--- config.mk ---
export PLATFORM = sky130hd
export DESIGN_NAME = flagbr_unit
export DESIGN_NICKNAME = d
export VERILOG_FILES = /design/src/rtl/flagbr_pkg.sv /design/src/rtl/flagbr_ctrl.sv /design/src/rtl/flagbr_datapath.sv /design/src/rtl/flagbr_unit.sv
export SDC_FILE = /design/constraint.sdc
export NUM_CORES = 1
export LEC_CHECK = 0
export CELL_PAD_IN_SITES_DETAIL_PLACEMENT = 1
export CELL_PAD_IN_SITES_GLOBAL_PLACEMENT = 2
export CORE_MARGIN = 4
export CORE_UTILIZATION = 24
export DETAILED_ROUTE_END_ITERATION = 10
export GPL_ROUTABILITY_DRIVEN = 0
export PLACE_DENSITY = 0.8
export SLEW_MARGIN = 15
export SYNTH_ARGS = -nofsm -noshare
export SYNTH_HDL_FRONTEND = slang
export SYNTH_SLANG_ARGS = --single-unit
--- constraint.sdc ---
create_clock -name clk -period 3.3 [get_ports clk]
set_input_delay 0.66 -clock clk [delete_from_list [all_inputs] [get_ports clk]]
set_output_delay 0.66 -clock clk [all_outputs]
set_load 0.05 [all_outputs]
--- src/rtl/flagbr_pkg.sv ---
package flagbr_pkg;
  localparam int SR_W  = 16;
  localparam int C_POS = 6;
  localparam int S_POS = 7;
  localparam int Z_POS = 8;
  localparam int N_POS = 9;
  localparam int COND_W = 4;
  localparam int COND_N = 1 << COND_W;

  typedef enum logic [1:0] {
    OP_NONE  = 2'd0,
    OP_ADD   = 2'd1,
    OP_SUB   = 2'd2,
    OP_LOGIC = 2'd3
  } opClass_e;

  typedef enum logic [COND_W-1:0] {
    CC_CCLR = 4'd0,  CC_CSET = 4'd1,  CC_SCLR = 4'd2,  CC_SSET = 4'd3,
    CC_ZCLR = 4'd4,  CC_ZSET = 4'd5,  CC_NCLR = 4'd6,  CC_NSET = 4'd7,
    CC_BELOWEQ = 4'd8, CC_ABOVE = 4'd9, CC_LESSEQ = 4'd10, CC_GREATER = 4'd11,
    CC_NEQS = 4'd12, CC_NNES = 4'd13, CC_ALWAYS = 4'd14, CC_NEVER = 4'd15
  } cond_e;

  typedef struct packed {
    logic loadSr;
    logic updArith;
    logic updLogic;
    logic subMode;
    logic evalBr;
  } ctrlStrobes_t;
endpackage

--- src/rtl/flagbr_ctrl.sv ---
module flagbr_ctrl
  import flagbr_pkg::*;
(
  input  logic         srLoad,
  input  logic         opValid,
  input  logic [1:0]   opClass,
  input  logic         brValid,
  output ctrlStrobes_t strobes
);
  opClass_e cls;

  always_comb begin
    cls = opClass_e'(opClass);
    strobes = '0;
    strobes.loadSr = srLoad;
    strobes.evalBr = brValid;
    if (opValid && !srLoad) begin
      unique case (cls)
        OP_ADD:   strobes.updArith = 1'b1;
        OP_SUB:   begin strobes.updArith = 1'b1; strobes.subMode = 1'b1; end
        OP_LOGIC: strobes.updLogic = 1'b1;
        default:  ;
      endcase
    end
  end
endmodule

--- src/rtl/flagbr_datapath.sv ---
module flagbr_datapath
  import flagbr_pkg::*;
#(
  parameter int DATA_W = 16,
  parameter int DISP_W = 6,
  parameter int PC_W   = 16
) (
  input  logic              clk,
  input  logic              rstN,
  input  ctrlStrobes_t      strobes,
  input  logic [SR_W-1:0]   srLoadData,
  input  logic [DATA_W-1:0] aluResult,
  input  logic              carryOut,
  input  logic              aSign,
  input  logic              bSign,
  input  logic [COND_W-1:0] condCode,
  input  logic              backward,
  input  logic [DISP_W-1:0] disp,
  input  logic [PC_W-1:0]   pc,
  output logic [SR_W-1:0]   statusWord,
  output logic              brTaken,
  output logic [PC_W-1:0]   brTarget
);
  localparam int EXT_W = PC_W - DISP_W;

  logic [SR_W-1:0] srQ, srNext;
  logic resMsb, resZero, overflow, trueSign;
  logic fC, fS, fZ, fN;
  logic [COND_N-1:0] predVec;
  logic [PC_W-1:0] pcPlusOne, dispExt, tgtNext;
  logic takenQ;
  logic [PC_W-1:0] tgtQ;

  // flag derivation
  always_comb begin
    resMsb  = aluResult[DATA_W-1];
    resZero = ~|aluResult;
    if (strobes.subMode)
      overflow = (aSign ^ bSign) & (resMsb ^ aSign);
    else
      overflow = ~(aSign ^ bSign) & (resMsb ^ aSign);
    trueSign = resMsb ^ overflow;
  end

  always_comb begin
    srNext = srQ;
    if (strobes.loadSr) begin
      srNext = srLoadData;
    end else begin
      if (strobes.updArith) begin
        srNext[C_POS] = carryOut;
        srNext[S_POS] = trueSign;
      end
      if (strobes.updArith || strobes.updLogic) begin
        srNext[Z_POS] = resZero;
        srNext[N_POS] = resMsb;
      end
    end
  end

  always_ff @(posedge clk) begin
    if (!rstN) srQ <= '0;
    else       srQ <= srNext;
  end

  // branch predicates from the held flags
  assign fC = srQ[C_POS];
  assign fS = srQ[S_POS];
  assign fZ = srQ[Z_POS];
  assign fN = srQ[N_POS];

  for (genvar k = 0; k < COND_N; k++) begin : g_pred
    always_comb begin
      unique case (cond_e'(k))
        CC_CCLR:    predVec[k] = ~fC;
        CC_CSET:    predVec[k] = fC;
        CC_SCLR:    predVec[k] = ~fS;
        CC_SSET:    predVec[k] = fS;
        CC_ZCLR:    predVec[k] = ~fZ;
        CC_ZSET:    predVec[k] = fZ;
        CC_NCLR:    predVec[k] = ~fN;
        CC_NSET:    predVec[k] = fN;
        CC_BELOWEQ: predVec[k] = fZ | ~fC;
        CC_ABOVE:   predVec[k] = ~fZ & fC;
        CC_LESSEQ:  predVec[k] = fZ | fS;
        CC_GREATER: predVec[k] = ~fZ & ~fS;
        CC_NEQS:    predVec[k] = ~(fN ^ fS);
        CC_NNES:    predVec[k] = fN ^ fS;
        CC_ALWAYS:  predVec[k] = 1'b1;
        default:    predVec[k] = 1'b0;
      endcase
    end
  end

  // target arithmetic
  assign pcPlusOne = pc + PC_W'(1);
  assign dispExt   = {{EXT_W{1'b0}}, disp};
  assign tgtNext   = backward ? (pcPlusOne - dispExt) : (pcPlusOne + dispExt);

  always_ff @(posedge clk) begin
    if (!rstN) begin
      takenQ <= 1'b0;
      tgtQ   <= '0;
    end else begin
      takenQ <= strobes.evalBr & predVec[condCode];
      if (strobes.evalBr) tgtQ <= tgtNext;
    end
  end

  assign statusWord = srQ;
  assign brTaken    = takenQ;
  assign brTarget   = tgtQ;
endmodule

--- src/rtl/flagbr_unit.sv ---
module flagbr_unit
  import flagbr_pkg::*;
#(
  parameter int DATA_W = 16,
  parameter int DISP_W = 6,
  parameter int PC_W   = 16
) (
  input  logic              clk,
  input  logic              rstN,
  input  logic              srLoad,
  input  logic [15:0]       srLoadData,
  input  logic              opValid,
  input  logic [1:0]        opClass,
  input  logic [DATA_W-1:0] aluResult,
  input  logic              carryOut,
  input  logic              aSign,
  input  logic              bSign,
  input  logic              brValid,
  input  logic [3:0]        condCode,
  input  logic              backward,
  input  logic [DISP_W-1:0] disp,
  input  logic [PC_W-1:0]   pc,
  output logic [15:0]       statusWord,
  output logic              brTaken,
  output logic [PC_W-1:0]   brTarget
);
  ctrlStrobes_t strobes;

  flagbr_ctrl u_ctrl (
    .srLoad  (srLoad),
    .opValid (opValid),
    .opClass (opClass),
    .brValid (brValid),
    .strobes (strobes)
  );

  flagbr_datapath #(.DATA_W(DATA_W), .DISP_W(DISP_W), .PC_W(PC_W)) u_dp (
    .clk        (clk),
    .rstN       (rstN),
    .strobes    (strobes),
    .srLoadData (srLoadData),
    .aluResult  (aluResult),
    .carryOut   (carryOut),
    .aSign      (aSign),
    .bSign      (bSign),
    .condCode   (condCode),
    .backward   (backward),
    .disp       (disp),
    .pc         (pc),
    .statusWord (statusWord),
    .brTaken    (brTaken),
    .brTarget   (brTarget)
  );
endmodule

==> results.txt <==
The type of the worst setup path is in2reg. The iteration-0 DRC count of the detailed router is 62. Timing would allow up to 0.313 GHz. The first global-routing pass estimated 14400 µm of wire. The overall fraction of global-route tracks in use is 13.9%. The number of standard cells in the layout, taps in and fillers out is 608. The cell area that synthesis handed to floorplanning was 2530 µm².

After clock tree synthesis, the clock-pin slew on the worst setup and hold paths is 0.07 ns. Max-cap violations in this run came to 0. The floorplan step defined a die boundary enclosing 12200 µm². The clock latency on the worst-skew pair is 0.27 ns.

The transition time at the pin with the least slew margin is 0.531 ns. The detailed placer's ending HPWL came out at 7270 µm. The count of TritonRoute iterations in the first routing pass is 4. The count of input and output buffers came out at 101. The post-synthesis register bit count came out at 33. The leakage power total came out at 1.93 nW. The logic depth of the worst path, buffers included is 11.

The worst pin sits at a relative slew slack of 64.5%. The startpoint of the worst setup timing path is pc[4]. The share of final-layout standard cells stronger than drive strength 1 is 21.8%. The initial standard-cell utilization of the core is 24.6%.

The floorplan die height came out at 111 µm. The data required time of the critical path is 3.47 ns. The endpoint identified for the worst register-to-register timing path is u_dp.brTaken.

The count of nets left with antenna violations once routing finished came out at 0. After global routing the overflow that remains totals 0. The setup check on the worst reg-to-reg path leaves a slack of 2.04 ns. The netlist uses 50 different library cells. The origin of the critical flop-to-flop path is u_dp.statusWord[7].

The warning count from the yosys run is 0. For this run, the leading register cell type out of synthesis is dfxtp_1. The run finished with clean final reports. The data arrival at the endpoint of the critical path is 3.36 ns. After floorplanning, the core was sized to cover 10300 µm². The total nets after synthesis is 394.

The die span in x is 111 µm. The accumulated negative setup slack is 0 ns. In this run the clock root is driven by a clkbuf_8. The element type at the critical path start is a primary input.

The minimum period implied by the final worst setup slack came out at 3.20 ns. The critical path capture point type is a flip-flop. Once placement completed, the tool counted placed cells totaling 597. For this run, design rule violations remaining after detail routing come to 0. The part of the Yosys area used for sequential elements is 26.1%.

The kind of cell adding the most delay to the critical path is compound AO/OA/AOI/OAI gates. The routed layout has 2816 vias. The highest cell delay on the worst timing path came out at 0.55 ns.

The number of pins exceeding their max-slew limit in the final report was 0. Entering global routing, the biggest net connects 23 pins. The path depth of the worst reg2reg path came out at 4. The number of fillers in the final layout is 1249.

The routed wire length came out at 8700 µm. After synthesis, the share of flip-flops with an asynchronous set or reset is 0%. The CTS buffer count is 5.

The via density per instance came out at 4.63. Traced cell by cell, the critical path runs through clkdlybuf4s50_1, nand4_2, or4_4, xnor2_2, ha_1, a21o_1, a211o_1, o22a_1, o31ai_4, xor2_1, a21oi_1. TritonCTS built the clock tree. The clock net sink count is 33. In this run the worst setup path terminates at u_dp.brTarget[14]. The total buffers and inverters traversed by the critical path is 1. The worst supply voltage drop on vdd came out at 0.161 mV. The signed area change from the synthesized netlist to the final layout is 72.8%. Clock skew on the completed layout was measured at 0.000197 ns. The diode insertion count for antenna repair came out at 0. The sum of internal, switching and leakage power came out at 1.50 mW.

The standard-cell row count is 37. The tightest min-delay check is of the reg2reg type. For this design, the CTS-stage hold fixing added 0 buffers. The number of instances in the synthesized netlist is 304. After layout, the worst path uses 96.8% of the clock period.

The number of antenna violations at the first check in global routing is 0. The number of nets in the layout is 561. The number of enable flip-flop cells after synthesis is 0. The slowest stage of the critical path is the or4_4 cell.

The via count of the first global-routing pass was 2957. The number of setup violations in the final report is 0. The H-tree depth reported by CTS is 2.

The largest buffer count on any clock path came out at 2. The power per cell area is 344 nW/µm². The synthesized area per cell came out at 8.32 µm². The final count of hold timing violations was 0. The number of top-level design ports is 102. The largest fanout on the critical path came out at 4. The detail-routed net length per standard cell is 14.3 µm.
==> timing repair <==
action,4_1_cts,5_1_grt
setup endpoints to repair,1,8
resized for setup,1,22
buffers inserted,0,3
pin swaps,0,11
==> cell usage after synthesis, types with 8 or more instances <==
library cell  count  share of area [%]
clkbuf_1         10                1.5
dfxtp_1          33                 26
nand3b_1          9                2.7
xnor2_1          17                5.9
nor2_1           35                5.2
xor2_1           11                3.8
ha_1             20                9.9
a21oi_1          18                3.6
mux2i_1          19                7.5
inv_1            13                1.9
nand3_1           8                1.6
a21o_1           10                3.0
nand2_1          19                2.8
==> cell usage in the layout, fill, tap and decap left out, types with 2 or more instances in the layout <==
cell type,n
a211o_1,2
a211oi_1,6
a21o_1,10
a21oi_1,12
a21oi_2,6
and3_1,2
and3b_1,2
buf_4,70
clkbuf_8,5
clkdlybuf4s50_1,97
clkinv_2,2
dfxtp_1,33
dlymetal6s2s_1,4
ha_1,19
inv_1,13
mux2i_1,19
nand2_1,19
nand2b_1,6
nand3_1,8
nand3b_1,9
nand4_1,5
nor2_1,34
nor2b_1,3
nor3_1,2
nor4_1,5
o211ai_1,4
o21a_1,3
o21ai_0,7
o21ai_1,4
or2_2,2
xnor2_1,16
xor2_1,11
==> how the worst min path moves through the flow <==
stage,startpoint,endpoint,slack [ns],cells past startpoint
CTS,u_dp.brTarget[4],u_dp.brTarget[4],0.48,2
global route,u_dp.brTarget[4],u_dp.brTarget[4],0.51,2
global placement,u_dp.brTarget[6],u_dp.brTarget[6],0.47,2
detailed placement,u_dp.brTarget[4],u_dp.brTarget[4],0.47,2
finish,u_dp.brTarget[4],u_dp.brTarget[4],0.47,2
floorplan,u_dp.brTarget[4],u_dp.brTarget[4],0.69,2
==> worst register-to-register path, stage by stage, from the launching register on <==
cell,delay [ns]
dfxtp_1,0.35
mux4_2,0.46
o21ai_1,0.16
xnor2_1,0.13
nor2_1,0.05
==> state kept, by name, summed over array words and instances, names as in the netlist <==
register         count
u_dp.brTaken         1
u_dp.brTarget       16
u_dp.statusWord     16
==> routing by layer <==
metal	part of all wire, %	up-vias	GRT usage [%]
met4	0.85	0	1.97
met1	44	1343	17.1
li1	-	1428	-
met2	52	39	25.4
met3	2.8	6	2.84
met5	0	-	0
==> stage by stage <==
stage               instance area (µm²)  hold slack, ns  worst slack, ns  utilization [%]
floorplan                          2530           0.691            0.307                -
global route                       4370           0.506          -0.0571             42.5
finish                             4370           0.475            0.104             42.5
global placement                   4170           0.467           -0.280             40.6
detailed placement                 4170           0.467           -0.342             40.6
CTS                                4260           0.482          0.00696             41.5
==> cells by family after synthesis <==
family                     count (synthesis)  synth area share, %
and+or+nand+nor                          109                 23.0
AOI/OAI and AO/OA                         67                 17.5
DFF                                       33                 26.1
xor gates and xnor gates                  29                 10.3
buffers and inverters                     24                 3.56
muxes                                     21                 8.85
adders and majority gates                 21                 10.7
==> power by group <==
part	total [mW]	leakage [nW]	switching (mW)	internal, mW
logic	0.753	1.61	0.394	0.359
clock network	0.288	0.0450	0.142	0.146
registers	0.460	0.273	0.0224	0.438
==> area by class of cell <==
cell class	count	area [µm²]	area share (%)
Clock buffer	6	72.6	1.66
Clock inverter	2	10.0	0.229
Inverter	13	48.8	1.12
Multi-Input combinational cell	247	1860	42.6
Sequential cell	33	661	15.1
Tap cell	136	170	3.89
Timing Repair Buffer	171	1550	35.4
Power figures use the tool's default switching activity.
